--- config.mk ---
export PLATFORM = sky130hd
export DESIGN_NAME = punct_rate_search
export DESIGN_NICKNAME = d
export VERILOG_FILES = /design/src/rtl/rps_pkg.sv /design/src/rtl/rps_err_window.sv /design/src/rtl/rps_rate_step.sv /design/src/rtl/rps_search.sv /design/src/rtl/punct_rate_search.sv
export SDC_FILE = /design/constraint.sdc
export NUM_CORES = 1
export LEC_CHECK = 0
export ABC_CLOCK_PERIOD_IN_PS = 12800
export CAP_MARGIN = 30
export CORE_ASPECT_RATIO = 0.6
export CORE_MARGIN = 3
export CORE_UTILIZATION = 45
export CTS_CLUSTER_SIZE = 12
export DETAILED_ROUTE_END_ITERATION = 12
export GPL_ROUTABILITY_DRIVEN = 0
export PLACE_DENSITY = 0.7
export SLEW_MARGIN = 20
export SYNTH_ARGS = -nofsm -noshare
export SYNTH_HDL_FRONTEND = slang
export SYNTH_SLANG_ARGS = --single-unit
--- constraint.sdc ---
create_clock -name clk -period 12.8 [get_ports clk]
set_input_delay 1.28 -clock clk [delete_from_list [all_inputs] [get_ports clk]]
set_output_delay 1.28 -clock clk [all_outputs]
set_load 0.01 [all_outputs]
--- src/rtl/rps_pkg.sv ---
// Shared constants and the per-rate phase table for the puncture search.
// Assumes five rate slots; slot 4 carries either the 7/8 or the 6/7 pattern.
package rps_pkg;
    localparam int NUM_RATES = 5;
    localparam int RATE_W    = 3;
    localparam int PHASE_W   = 3;
    localparam int THR_W     = 7;

    // Number of puncture phases (pattern length) for rate slot r.
    function automatic logic [PHASE_W-1:0] phases_of(input logic [RATE_W-1:0] r,
                                                     input logic alt);
        logic [PHASE_W-1:0] n;
        case (r)
            3'd0:    n = 3'd1;
            3'd1:    n = 3'd2;
            3'd2:    n = 3'd3;
            3'd3:    n = 3'd5;
            3'd4:    n = alt ? 3'd6 : 3'd7;
            default: n = 3'd1;
        endcase
        return n;
    endfunction
endpackage

--- src/rtl/rps_err_window.sv ---
// Counts error indications over windows of WIN_BITS accepted bit periods.
// Raises win_done for one clock with the raw count, and keeps a saturated
// readout of the last window. A restart discards the partial window and the
// bit offered on the same clock.
module rps_err_window #(
    parameter int WIN_BITS = 256,
    parameter int RD_W     = 8,
    localparam int CNT_W   = $clog2(WIN_BITS + 1),
    localparam int POS_W   = (WIN_BITS > 1) ? $clog2(WIN_BITS) : 1
) (
    input  logic             clk,
    input  logic             rst_n,
    input  logic             bit_valid,
    input  logic             bit_err,
    input  logic             restart,
    output logic             win_done,
    output logic [CNT_W-1:0] win_errs,
    output logic [RD_W-1:0]  err_rate
);
    localparam logic [POS_W-1:0] LAST_POS = POS_W'(WIN_BITS - 1);
    localparam int               RD_MAX   = (1 << RD_W) - 1;

    logic [POS_W-1:0] pos_q;
    logic [CNT_W-1:0] acc_q;
    logic [CNT_W:0]   total;
    logic             closing;

    // Count of the window including the bit offered on this clock.
    always_comb begin
        total   = {1'b0, acc_q} + (CNT_W + 1)'(bit_err);
        closing = bit_valid && !restart && (pos_q == LAST_POS);
    end

    // Window position, accumulator and per-window results.
    always_ff @(posedge clk) begin
        if (!rst_n) begin
            pos_q    <= '0;
            acc_q    <= '0;
            win_done <= 1'b0;
            win_errs <= '0;
            err_rate <= '0;
        end else begin
            win_done <= 1'b0;
            if (restart) begin
                pos_q <= '0;
                acc_q <= '0;
            end else if (bit_valid) begin
                if (pos_q == LAST_POS) begin
                    win_done <= 1'b1;
                    win_errs <= CNT_W'(total);
                    err_rate <= (32'(total) > RD_MAX) ? RD_W'(RD_MAX) : RD_W'(total);
                    pos_q    <= '0;
                    acc_q    <= '0;
                end else begin
                    pos_q <= pos_q + 1'b1;
                    acc_q <= CNT_W'(total);
                end
            end
        end
    end

    AST_READOUT_HELD: assert property (@(posedge clk) disable iff (!rst_n)
        !closing |=> $stable(err_rate));
    AST_DONE_AFTER_CLOSE: assert property (@(posedge clk) disable iff (!rst_n)
        win_done |-> $past(closing));
endmodule

--- src/rtl/rps_rate_step.sv ---
// Combinational stepping helpers: phase wrap, next enabled rate in cyclic
// order, lowest enabled rate, and whether the current rate is enabled.
// Assumes rate_q is below NUM_RATES; an out-of-range value reads as disabled.
module rps_rate_step
    import rps_pkg::*;
(
    input  logic [RATE_W-1:0]    rate_q,
    input  logic [PHASE_W-1:0]   phase_q,
    input  logic [NUM_RATES-1:0] rate_en,
    input  logic                 alt,
    output logic [PHASE_W-1:0]   phase_wrap,
    output logic                 phase_last,
    output logic [RATE_W-1:0]    rate_next,
    output logic [RATE_W-1:0]    rate_low,
    output logic                 rate_ok
);
    logic [PHASE_W-1:0] nph;

    // Phase stepping within the current rate's pattern.
    always_comb begin
        nph        = phases_of(rate_q, alt);
        phase_last = ({1'b0, phase_q} + 4'd1) >= {1'b0, nph};
        phase_wrap = phase_last ? '0 : phase_q + 1'b1;
    end

    // Next enabled rate after the current one, wrapping; itself if alone.
    always_comb begin
        logic found;
        found     = 1'b0;
        rate_next = rate_q;
        for (int k = 1; k <= NUM_RATES; k++) begin
            int idx;
            idx = (int'(rate_q) + k) % NUM_RATES;
            if (!found && rate_en[idx]) begin
                found     = 1'b1;
                rate_next = RATE_W'(idx);
            end
        end
    end

    // Lowest enabled rate and enable bit of the current rate.
    always_comb begin
        rate_low = '0;
        rate_ok  = 1'b0;
        for (int i = NUM_RATES - 1; i >= 0; i--) begin
            if (rate_en[i]) rate_low = RATE_W'(i);
            if (rate_q == RATE_W'(i)) rate_ok = rate_en[i];
        end
    end
endmodule

--- src/rtl/rps_search.sv ---
// Search state machine: holds rate, phase, lock and the hysteresis run.
// Acts on window results in automatic and frozen modes, follows the host in
// manual mode, and flags a retune whenever rate or phase will change.
module rps_search
    import rps_pkg::*;
#(
    parameter int CNT_W = 9
) (
    input  logic                       clk,
    input  logic                       rst_n,
    input  logic                       win_done,
    input  logic [CNT_W-1:0]           win_errs,
    input  logic [NUM_RATES-1:0]       rate_en,
    input  logic [NUM_RATES*THR_W-1:0] rate_thr,
    input  logic [2:0]                 hyst_len,
    input  logic                       manual,
    input  logic                       freeze,
    input  logic                       alt,
    output logic [RATE_W-1:0]          rate_q,
    output logic [PHASE_W-1:0]         phase_q,
    output logic                       locked_q,
    output logic                       retune
);
    logic [THR_W-1:0]   thr_arr [NUM_RATES];
    logic [THR_W-1:0]   cur_thr;
    logic [2:0]         hcnt_q, hcnt_d;
    logic               frz_q;
    logic [RATE_W-1:0]  rate_d, rate_next, rate_low;
    logic [PHASE_W-1:0] phase_d, phase_wrap;
    logic               lock_d, phase_last, rate_ok, fail;

    // Unpack the per-rate thresholds.
    for (genvar g = 0; g < NUM_RATES; g++) begin : g_thr
        assign thr_arr[g] = rate_thr[g*THR_W +: THR_W];
    end

    // Threshold of the rate under test.
    always_comb begin
        cur_thr = '0;
        for (int i = 0; i < NUM_RATES; i++)
            if (rate_q == RATE_W'(i)) cur_thr = thr_arr[i];
    end

    rps_rate_step u_step (
        .rate_q     (rate_q),
        .phase_q    (phase_q),
        .rate_en    (rate_en),
        .alt        (alt),
        .phase_wrap (phase_wrap),
        .phase_last (phase_last),
        .rate_next  (rate_next),
        .rate_low   (rate_low),
        .rate_ok    (rate_ok)
    );

    // Next rate, phase, lock and hysteresis run.
    always_comb begin
        rate_d  = rate_q;
        phase_d = phase_q;
        lock_d  = locked_q;
        hcnt_d  = hcnt_q;
        fail    = 32'(win_errs) > 32'(cur_thr);
        if (rate_en == '0) begin
            lock_d = 1'b0;
            hcnt_d = '0;
        end else if (manual) begin
            lock_d = 1'b1;
            hcnt_d = '0;
            if (rate_q != rate_low) begin
                rate_d  = rate_low;
                phase_d = '0;
            end else if (freeze && !frz_q) begin
                phase_d = phase_wrap;
            end
        end else if (!freeze && !rate_ok) begin
            rate_d  = rate_next;
            phase_d = '0;
            lock_d  = 1'b0;
            hcnt_d  = '0;
        end else if (win_done) begin
            if (!fail) begin
                lock_d = 1'b1;
                hcnt_d = '0;
            end else if (locked_q && ({1'b0, hcnt_q} + 4'd1 < {1'b0, hyst_len})) begin
                hcnt_d = hcnt_q + 1'b1;
            end else begin
                lock_d = 1'b0;
                hcnt_d = '0;
                if (freeze) begin
                    phase_d = phase_wrap;
                end else if (!phase_last) begin
                    phase_d = phase_wrap;
                end else begin
                    rate_d  = rate_next;
                    phase_d = '0;
                end
            end
        end
        retune = (rate_d != rate_q) || (phase_d != phase_q);
    end

    // State registers.
    always_ff @(posedge clk) begin
        if (!rst_n) begin
            rate_q   <= '0;
            phase_q  <= '0;
            locked_q <= 1'b0;
            hcnt_q   <= '0;
            frz_q    <= 1'b0;
        end else begin
            rate_q   <= rate_d;
            phase_q  <= phase_d;
            locked_q <= lock_d;
            hcnt_q   <= hcnt_d;
            frz_q    <= freeze;
        end
    end

    AST_EMPTY_UNLOCKED: assert property (@(posedge clk) disable iff (!rst_n)
        (rate_en == '0) |=> !locked_q);
    AST_MANUAL_LOCKED: assert property (@(posedge clk) disable iff (!rst_n)
        (manual && rate_en != '0) |=> locked_q);
    AST_RATE_CHANGE_PHASE0: assert property (@(posedge clk) disable iff (!rst_n)
        (rate_q != $past(rate_q)) |-> (phase_q == '0));
    AST_PHASE_LEGAL: assert property (@(posedge clk) disable iff (!rst_n)
        phase_q != 3'd7);
    AST_LOCK_CAUSE: assert property (@(posedge clk) disable iff (!rst_n)
        $rose(locked_q) |-> ($past(win_done) || $past(manual)));
endmodule

--- src/rtl/punct_rate_search.sv ---
// Top of the puncture rate and phase search: an error-window counter feeding
// the search state machine. The retune flag restarts the window so that each
// decision rests on bits decoded with a single setting.
module punct_rate_search
    import rps_pkg::*;
#(
    parameter int WIN_BITS = 256
) (
    input  logic                       clk,
    input  logic                       rst_n,
    input  logic                       bit_valid,
    input  logic                       bit_err,
    input  logic [NUM_RATES-1:0]       rate_en,
    input  logic [NUM_RATES*THR_W-1:0] rate_thr,
    input  logic [2:0]                 hyst_len,
    input  logic                       search_manual,
    input  logic                       search_freeze,
    input  logic                       alt_rate_set,
    output logic [RATE_W-1:0]          rate_idx,
    output logic [PHASE_W-1:0]         phase_idx,
    output logic                       locked,
    output logic [7:0]                 err_rate
);
    localparam int CNT_W = $clog2(WIN_BITS + 1);

    logic             win_done, retune;
    logic [CNT_W-1:0] win_errs;

    rps_err_window #(.WIN_BITS(WIN_BITS), .RD_W(8)) u_win (
        .clk       (clk),
        .rst_n     (rst_n),
        .bit_valid (bit_valid),
        .bit_err   (bit_err),
        .restart   (retune),
        .win_done  (win_done),
        .win_errs  (win_errs),
        .err_rate  (err_rate)
    );

    rps_search #(.CNT_W(CNT_W)) u_srch (
        .clk      (clk),
        .rst_n    (rst_n),
        .win_done (win_done),
        .win_errs (win_errs),
        .rate_en  (rate_en),
        .rate_thr (rate_thr),
        .hyst_len (hyst_len),
        .manual   (search_manual),
        .freeze   (search_freeze),
        .alt      (alt_rate_set),
        .rate_q   (rate_idx),
        .phase_q  (phase_idx),
        .locked_q (locked),
        .retune   (retune)
    );
endmodule

Word-level counts from Yosys, hierarchy flattened
Index checks and enable logic that the tools add are counted.

word-level totals
  register bits after elaboration = 46
  bits of input ports = 50
  output and inout port bits = 15

operators by class
  equal/unequal tests = 9
  $lt $le $gt $ge = 9
  add/sub/neg operators = 11
  divide/modulo/power cells = 5
  bitwise gates (word level) = 3
  multiplexer cells = 72
  reduce and logical (&&, ||, !) cells = 24

operator list
  operator                 number
  $lt A32 B5 Y1 const B    5
  $mod A32 B4 Y32 const B  5
  $mux W3                  32
  $mux W7                  5
  $mux W1                  26
  $mux W8                  2
  $bmux W1 S3              5
  $add A3 B1 Y4 const B    3
  $pmux W3 S4              1
  $add A9 B1 Y10           1
  $gt A10 B8 Y1 const B    1
  $gt A9 B7 Y1             1
  $mux W9                  1
  $ne A3 B3 Y1             3
  $add A3 B2 Y4 const B    2
  $add A3 B3 Y4 const B    2
  $add A8 B1 Y8 const B    1
  $eq A8 B8 Y1 const B     1
  $logic_and A1 B1 Y1      7
  $logic_not A1 Y1         7
  $add A3 B1 Y3 const B    2
  $eq A3 B2 Y1 const B     2
  $logic_not A5 Y1         1
  $ge A4 B3 Y1             1
  13 further kinds         16

Longest topological paths before layout
  depth in word-level cells = 30
  depth in mapped cells = 27
  mapped depth without buffers = 20

Hierarchy
A second synthesis with hierarchy kept.

second synthesis, totals
  cell total of the unflattened synthesis = 682
  area total of the unflattened synthesis = 5272.6 sq um

modules (own cells, without submodules)
  module          cells each  seq. area each (sq um)  area each (sq um)  instances
  rps_rate_step   300         0.0                     2137.0             1
  rps_err_window  174         700.7                   1620.3             1
  rps_search      208         220.2                   1515.2             1

Least setup slack after synthesis
OpenSTA, ideal clock, no wires.

  path kind = register to register
  start point = register u_srch.rate_q[0]
  end point = register u_win.win_errs[2]
  slack = 6.709 ns
  data arrival time = 5.970 ns
  path buffers = 6
  clock period less this slack = 6.091 ns
  stages on the path, launching flop included = 26
  library setup time = 0.121 ns
  required time = 12.679 ns
  path through = dfxtp_1 -> buf_6 -> buf_4 -> buf_2 -> buf_1 -> inv_1 -> ha_1 -> nand2b_1 -> clkbuf_1 -> clkbuf_1 -> a311oi_1 -> a21oi_1 -> nor2_1 -> a21oi_1 -> ha_1 -> nor2b_1 -> o21a_1 -> o21ai_0 -> a21oi_1 -> o41ai_1 -> o21ai_0 -> o2111ai_1 -> a211oi_4 -> mux2i_2 -> nor4_4 -> mux2_4

between the ends
  longest elaborated chain between the ends = 30

RTL lines
  element                                      RTL line              source
  start: declaration                           rps_search.sv:19      output logic [RATE_W-1:0] rate_q,
  start signal: assignment                     rps_search.sv:111     rate_q <= rate_d;
  $add A3 B1 Y4                                rps_rate_step.sv:33   idx = (int'(rate_q) + k) % NUM_RATES;
  $mod A32 B4 Y32                              rps_rate_step.sv:33
  $bmux W1 S3                                  rps_rate_step.sv:34   if (!found && rate_en[idx]) begin
  $mux W1 (not written as such) (2 in series)  rps_rate_step.sv:34
  $mux W1                                      rps_rate_step.sv:34
  $logic_not A1 Y1                             rps_rate_step.sv:34
  $logic_and A1 B1 Y1                          rps_rate_step.sv:34
  $mux W1                                      rps_rate_step.sv:34
  (+13 left out)                               --
  $mux W3                                      rps_search.sv:80      end else if (win_done) begin
  $mux W3                                      rps_search.sv:75      end else if (!freeze && !rate_ok) begin
  $mux W3                                      rps_search.sv:66      end else if (manual) begin
  $mux W3                                      rps_search.sv:63      if (rate_en == '0) begin
  $ne A3 B3 Y1                                 rps_search.sv:99      retune = (rate_d != rate_q) || (phase_d != phase_q);
  $logic_or A1 B1 Y1 *                         rps_search.sv:99
  $not A1 Y1 (no line) *                       --
  $reduce_and A3 Y1 (no line) *                --
  end signal: assignment                       rps_err_window.sv:50  win_errs <= CNT_W'(total);
  end: declaration                             rps_err_window.sv:17  output logic [CNT_W-1:0] win_errs,

Mark *: on every way between the ends. The rest lies on a longest branch, timed or not. The select of a mux whose other input is x is not followed.
A chain may end at the register's enable or synchronous reset.

Final worst setup path
  start point = register u_srch.rate_q[2]
  end point = register u_win.win_errs[2]

The elaborated chain is that of the path after synthesis.

==> out/metrics.cfg <==
[die]
ios = 65
chipHeight_um = 92.1
fp.dieW_um = 149
num_rows = 30
start_util = 0.476
die_area_um2 = 13800
core_region_area_um2 = 11700

[synth]
yosysSeqAreaShare = 0.166
avgSynthCellArea_um2 = 7.62
ys_seq_elements = 46
syn-cell-area_um2 = 5560
ys_warn_count = 0
syn_nets = 824
synth_edf_count = 0
ys_types = 90
synth_ff_type = dfxtp_1
async_reset_ff_frac = 0
syn_inst = 729

[route]
drt_pass1_iterations = 5
wirelength_um = 17000
avgViaCountPerCell = 6.27
detail_route.iter0.violations = 612
ant_nets = 0
route.vias.total = 5790
drt-wirelength-per-cell_um = 18.5
drc = 0

[clock_tree]
postCtsSetupRepairBufs = 0
clk_pin_slew_ps = 60
cts_tree = built
ctsResizeCount = 0
clockBufferDepth = 2
numCtsBuffers = 5
postCtsHoldBufs = 0
clk-insertion-delay-late_ps = 280
htreeDepth = 2
cts.sinks = 46
root_buffer = clkbuf_16

[critical_path]
cp-start-kind = register
endpoint_kind = register
rr_endpoint = u_win.win_errs[2]
cp_common_cell = ha_1
crit_slowest_cell = dfxtp_1
path_max_fanout = 22
timing_worst_setup_path_type = register to register
rrSetupSlack_ps = 5580
crit_required_ps = 12970
cp_top_family = simple AND/OR/NAND/NOR gates
cp-startpoint = u_srch.rate_q[2]
arrival_ps = 7380
cp_slowest_stage_delay_ps = 890
crit_end = u_win.win_errs[2]
reg2reg_depth = 20
cp.depth = 20
timing.rr.start = u_srch.rate_q[2]
crit_buf_inv = 3
crit_chain = clkinv_1 -> ha_1 -> inv_1 -> ha_1 -> nor3_1 -> o21ai_0 -> and2_1 -> ha_1 -> nor2b_1 -> a211oi_1 -> or3_1 -> o311ai_2 -> o211a_1 -> a2bb2oi_1 -> a311oi_1 -> o311ai_4 -> nand2_1 -> nor4_4 -> buf_6 -> mux2_4

[finish]
area_growth_pct = 14.7
finalInstanceArea_um2 = 6370
nets = 858
regArea_um2 = 921
final_cells = 923
diodes = 0
fillCellCount = 1093
multi_input_area_um2 = 4320
post_route_cells_drive_above_1_share = 0.0642

[global_routing]
first_global_vias = 5334
grt_start_max_net_pins = 42
grt_usage = 0.240
antenna_found_initial = 0
globalRouteOverflowTotal = 0
grt_first_pass_wirelength_um = 27200

[power]
ir_worst_vdd_uv = 56.1
p_seq_frac = 0.231
sw_frac_of_total = 0.441
p_clk_frac = 0.187
combPwrFrac = 0.583
power_density_nw_per_um2 = 102
total_power_w = 0.000647
p_int_w = 0.000362
p_sw_w = 0.000286
p_leak_nw = 2.35

[timing]
hold_viol = 0
tightestPinTransition_ps = 892
finalSetupViolations = 0
timing.fmax_mhz = 139
report.final.slew_viol_count = 0
period_share = 0.564
fin_skew_ps = 6.63
rsz0062_at_grt = no
max_slew_margin = 0.404
setup_tns_ps = 0
min_period_ps = 7220
fin_ws_ps = 5580

[placed_design]
placedCellCount = 916
io_buffers = 64
dp.final_hpwl_um = 13000
dp_slack_ps = 5760
placed_area_um2 = 6240

[run_status]
status = finished clean

[min_path]
hp-class = register to register

[job]
drv_cap = 0

## layout by cell type (no fill, tap or decap), drive strengths merged, types with 14 or more instances in the layout
cell	netlist	routed
nor2	68	68
nand2	65	65
clkdlybuf4s50	0	64
a21oi	51	51
dfxtp	46	46
ha	45	45
o21ai	43	43
inv	30	30
nand3	22	22
nor2b	20	20
o21a	19	19
nand2b	18	18
nand4	17	17
o211ai	17	17
mux2i	16	16
nor3	14	14
## worst min-delay path, cell delays in order, from the launching register on
cell and delay [ps]:
dfxtp_1 310, nand2_1 50, mux2i_1 50
## power groups by stage
stage | Sequential (W) | Combinational (W) | Clock, W
final | 0.000149 | 0.000377 | 0.000121
after global placement | 0.000152 | 0.000352 | 0
after global routing | 0.000150 | 0.000410 | 0.000131
after CTS | 0.000149 | 0.000367 | 0.000123
after floorplan | 0.000153 | 0.000277 | 0
after detailed placement | 0.000152 | 0.000366 | 0
## flip-flops by register name, summed over array words and instances (netlist names)
signal	count
u_srch.hcnt_q	3
u_win.acc_q	9
u_win.pos_q	8
u_srch.rate_q	3
u_srch.frz_q	1
u_win.win_done	1
u_srch.locked_q	1
u_win.win_errs	9
u_win.err_rate	8
u_srch.phase_q	3
## per-stage QoR
step	hold slack, ps	utilization
after floorplan	435	-
after detailed placement	449	0.535
after global routing	481	0.546
after CTS	459	0.546
final	461	0.546
after global placement	450	0.534
## worst min-delay path by stage
stage / end / start / slack [ps] / cells past startpoint
final: u_win.win_errs[0] / u_win.win_errs[0] / 460 / 2
after floorplan: u_win.win_errs[0] / u_win.win_errs[0] / 430 / 2
after CTS: u_win.win_errs[0] / u_win.win_errs[0] / 460 / 2
after detailed placement: u_win.win_errs[0] / u_win.win_errs[0] / 450 / 2
after global placement: u_win.win_errs[0] / u_win.win_errs[0] / 450 / 2
after global routing: u_win.win_errs[0] / u_win.win_errs[0] / 480 / 2
## cell type report
| class | instances | area share |
|---|---|---|
| Timing Repair Buffer | 69 | 0.107 |
| Inverter | 32 | 0.0188 |
| Clock inverter | 2 | 0.00157 |
| Sequential cell | 46 | 0.144 |
| Tap cell | 160 | 0.0314 |
| Multi-Input combinational cell | 609 | 0.677 |
| Clock buffer | 5 | 0.0196 |
## cells by family (layout without fill, tap and decap cells)
kind of cell | after synthesis | in the layout | share of synthesized area
and+or+nand+nor | 278 | 278 | 0.257
AOI/OAI and AO/OA | 237 | 237 | 0.316
buffers and inverters | 74 | 108 | 0.0574
DFF | 46 | 46 | 0.166
adders and majority gates | 45 | 45 | 0.101
muxes | 29 | 29 | 0.0707
xor gates and xnor gates | 20 | 20 | 0.0315
## synth_stat cells (7+ instances only)
| library cell | count | area, µm² |
|---|---|---|
| a21o_1 | 8 | 60.1 |
| o21ai_0 | 39 | 195 |
| inv_1 | 27 | 101 |
| nor3_1 | 14 | 70.1 |
| nand4_1 | 17 | 106 |
| dfxtp_1 | 46 | 921 |
| xor2_1 | 7 | 61.3 |
| nor4_1 | 9 | 56.3 |
| o41a_1 | 9 | 101 |
| and3_1 | 8 | 50.1 |
| nor2_1 | 66 | 248 |
| nor2b_1 | 20 | 125 |
| and2_1 | 13 | 81.3 |
| nand2b_1 | 18 | 113 |
| a311oi_1 | 9 | 78.8 |
| o21a_1 | 19 | 143 |
| ha_1 | 45 | 563 |
| xnor2_1 | 13 | 114 |
| nand3_1 | 21 | 105 |
| nand2_1 | 65 | 244 |
| clkbuf_1 | 28 | 105 |
| a21oi_1 | 49 | 245 |
| mux2i_1 | 15 | 150 |
| o31ai_1 | 8 | 60.1 |
| o211ai_1 | 16 | 120 |
## per-layer routing
metal / wire length (µm) / global-route usage / vias to the layer above
li1: - / - / 2796
met1: 8670 / 0.374 / 2744
met4: 99 / 0.0327 / 0
met2: 6700 / 0.340 / 236
met3: 1560 / 0.0523 / 14
met5: 0 / 0 / -
Note: power is estimated with default switching activity, not from simulation.
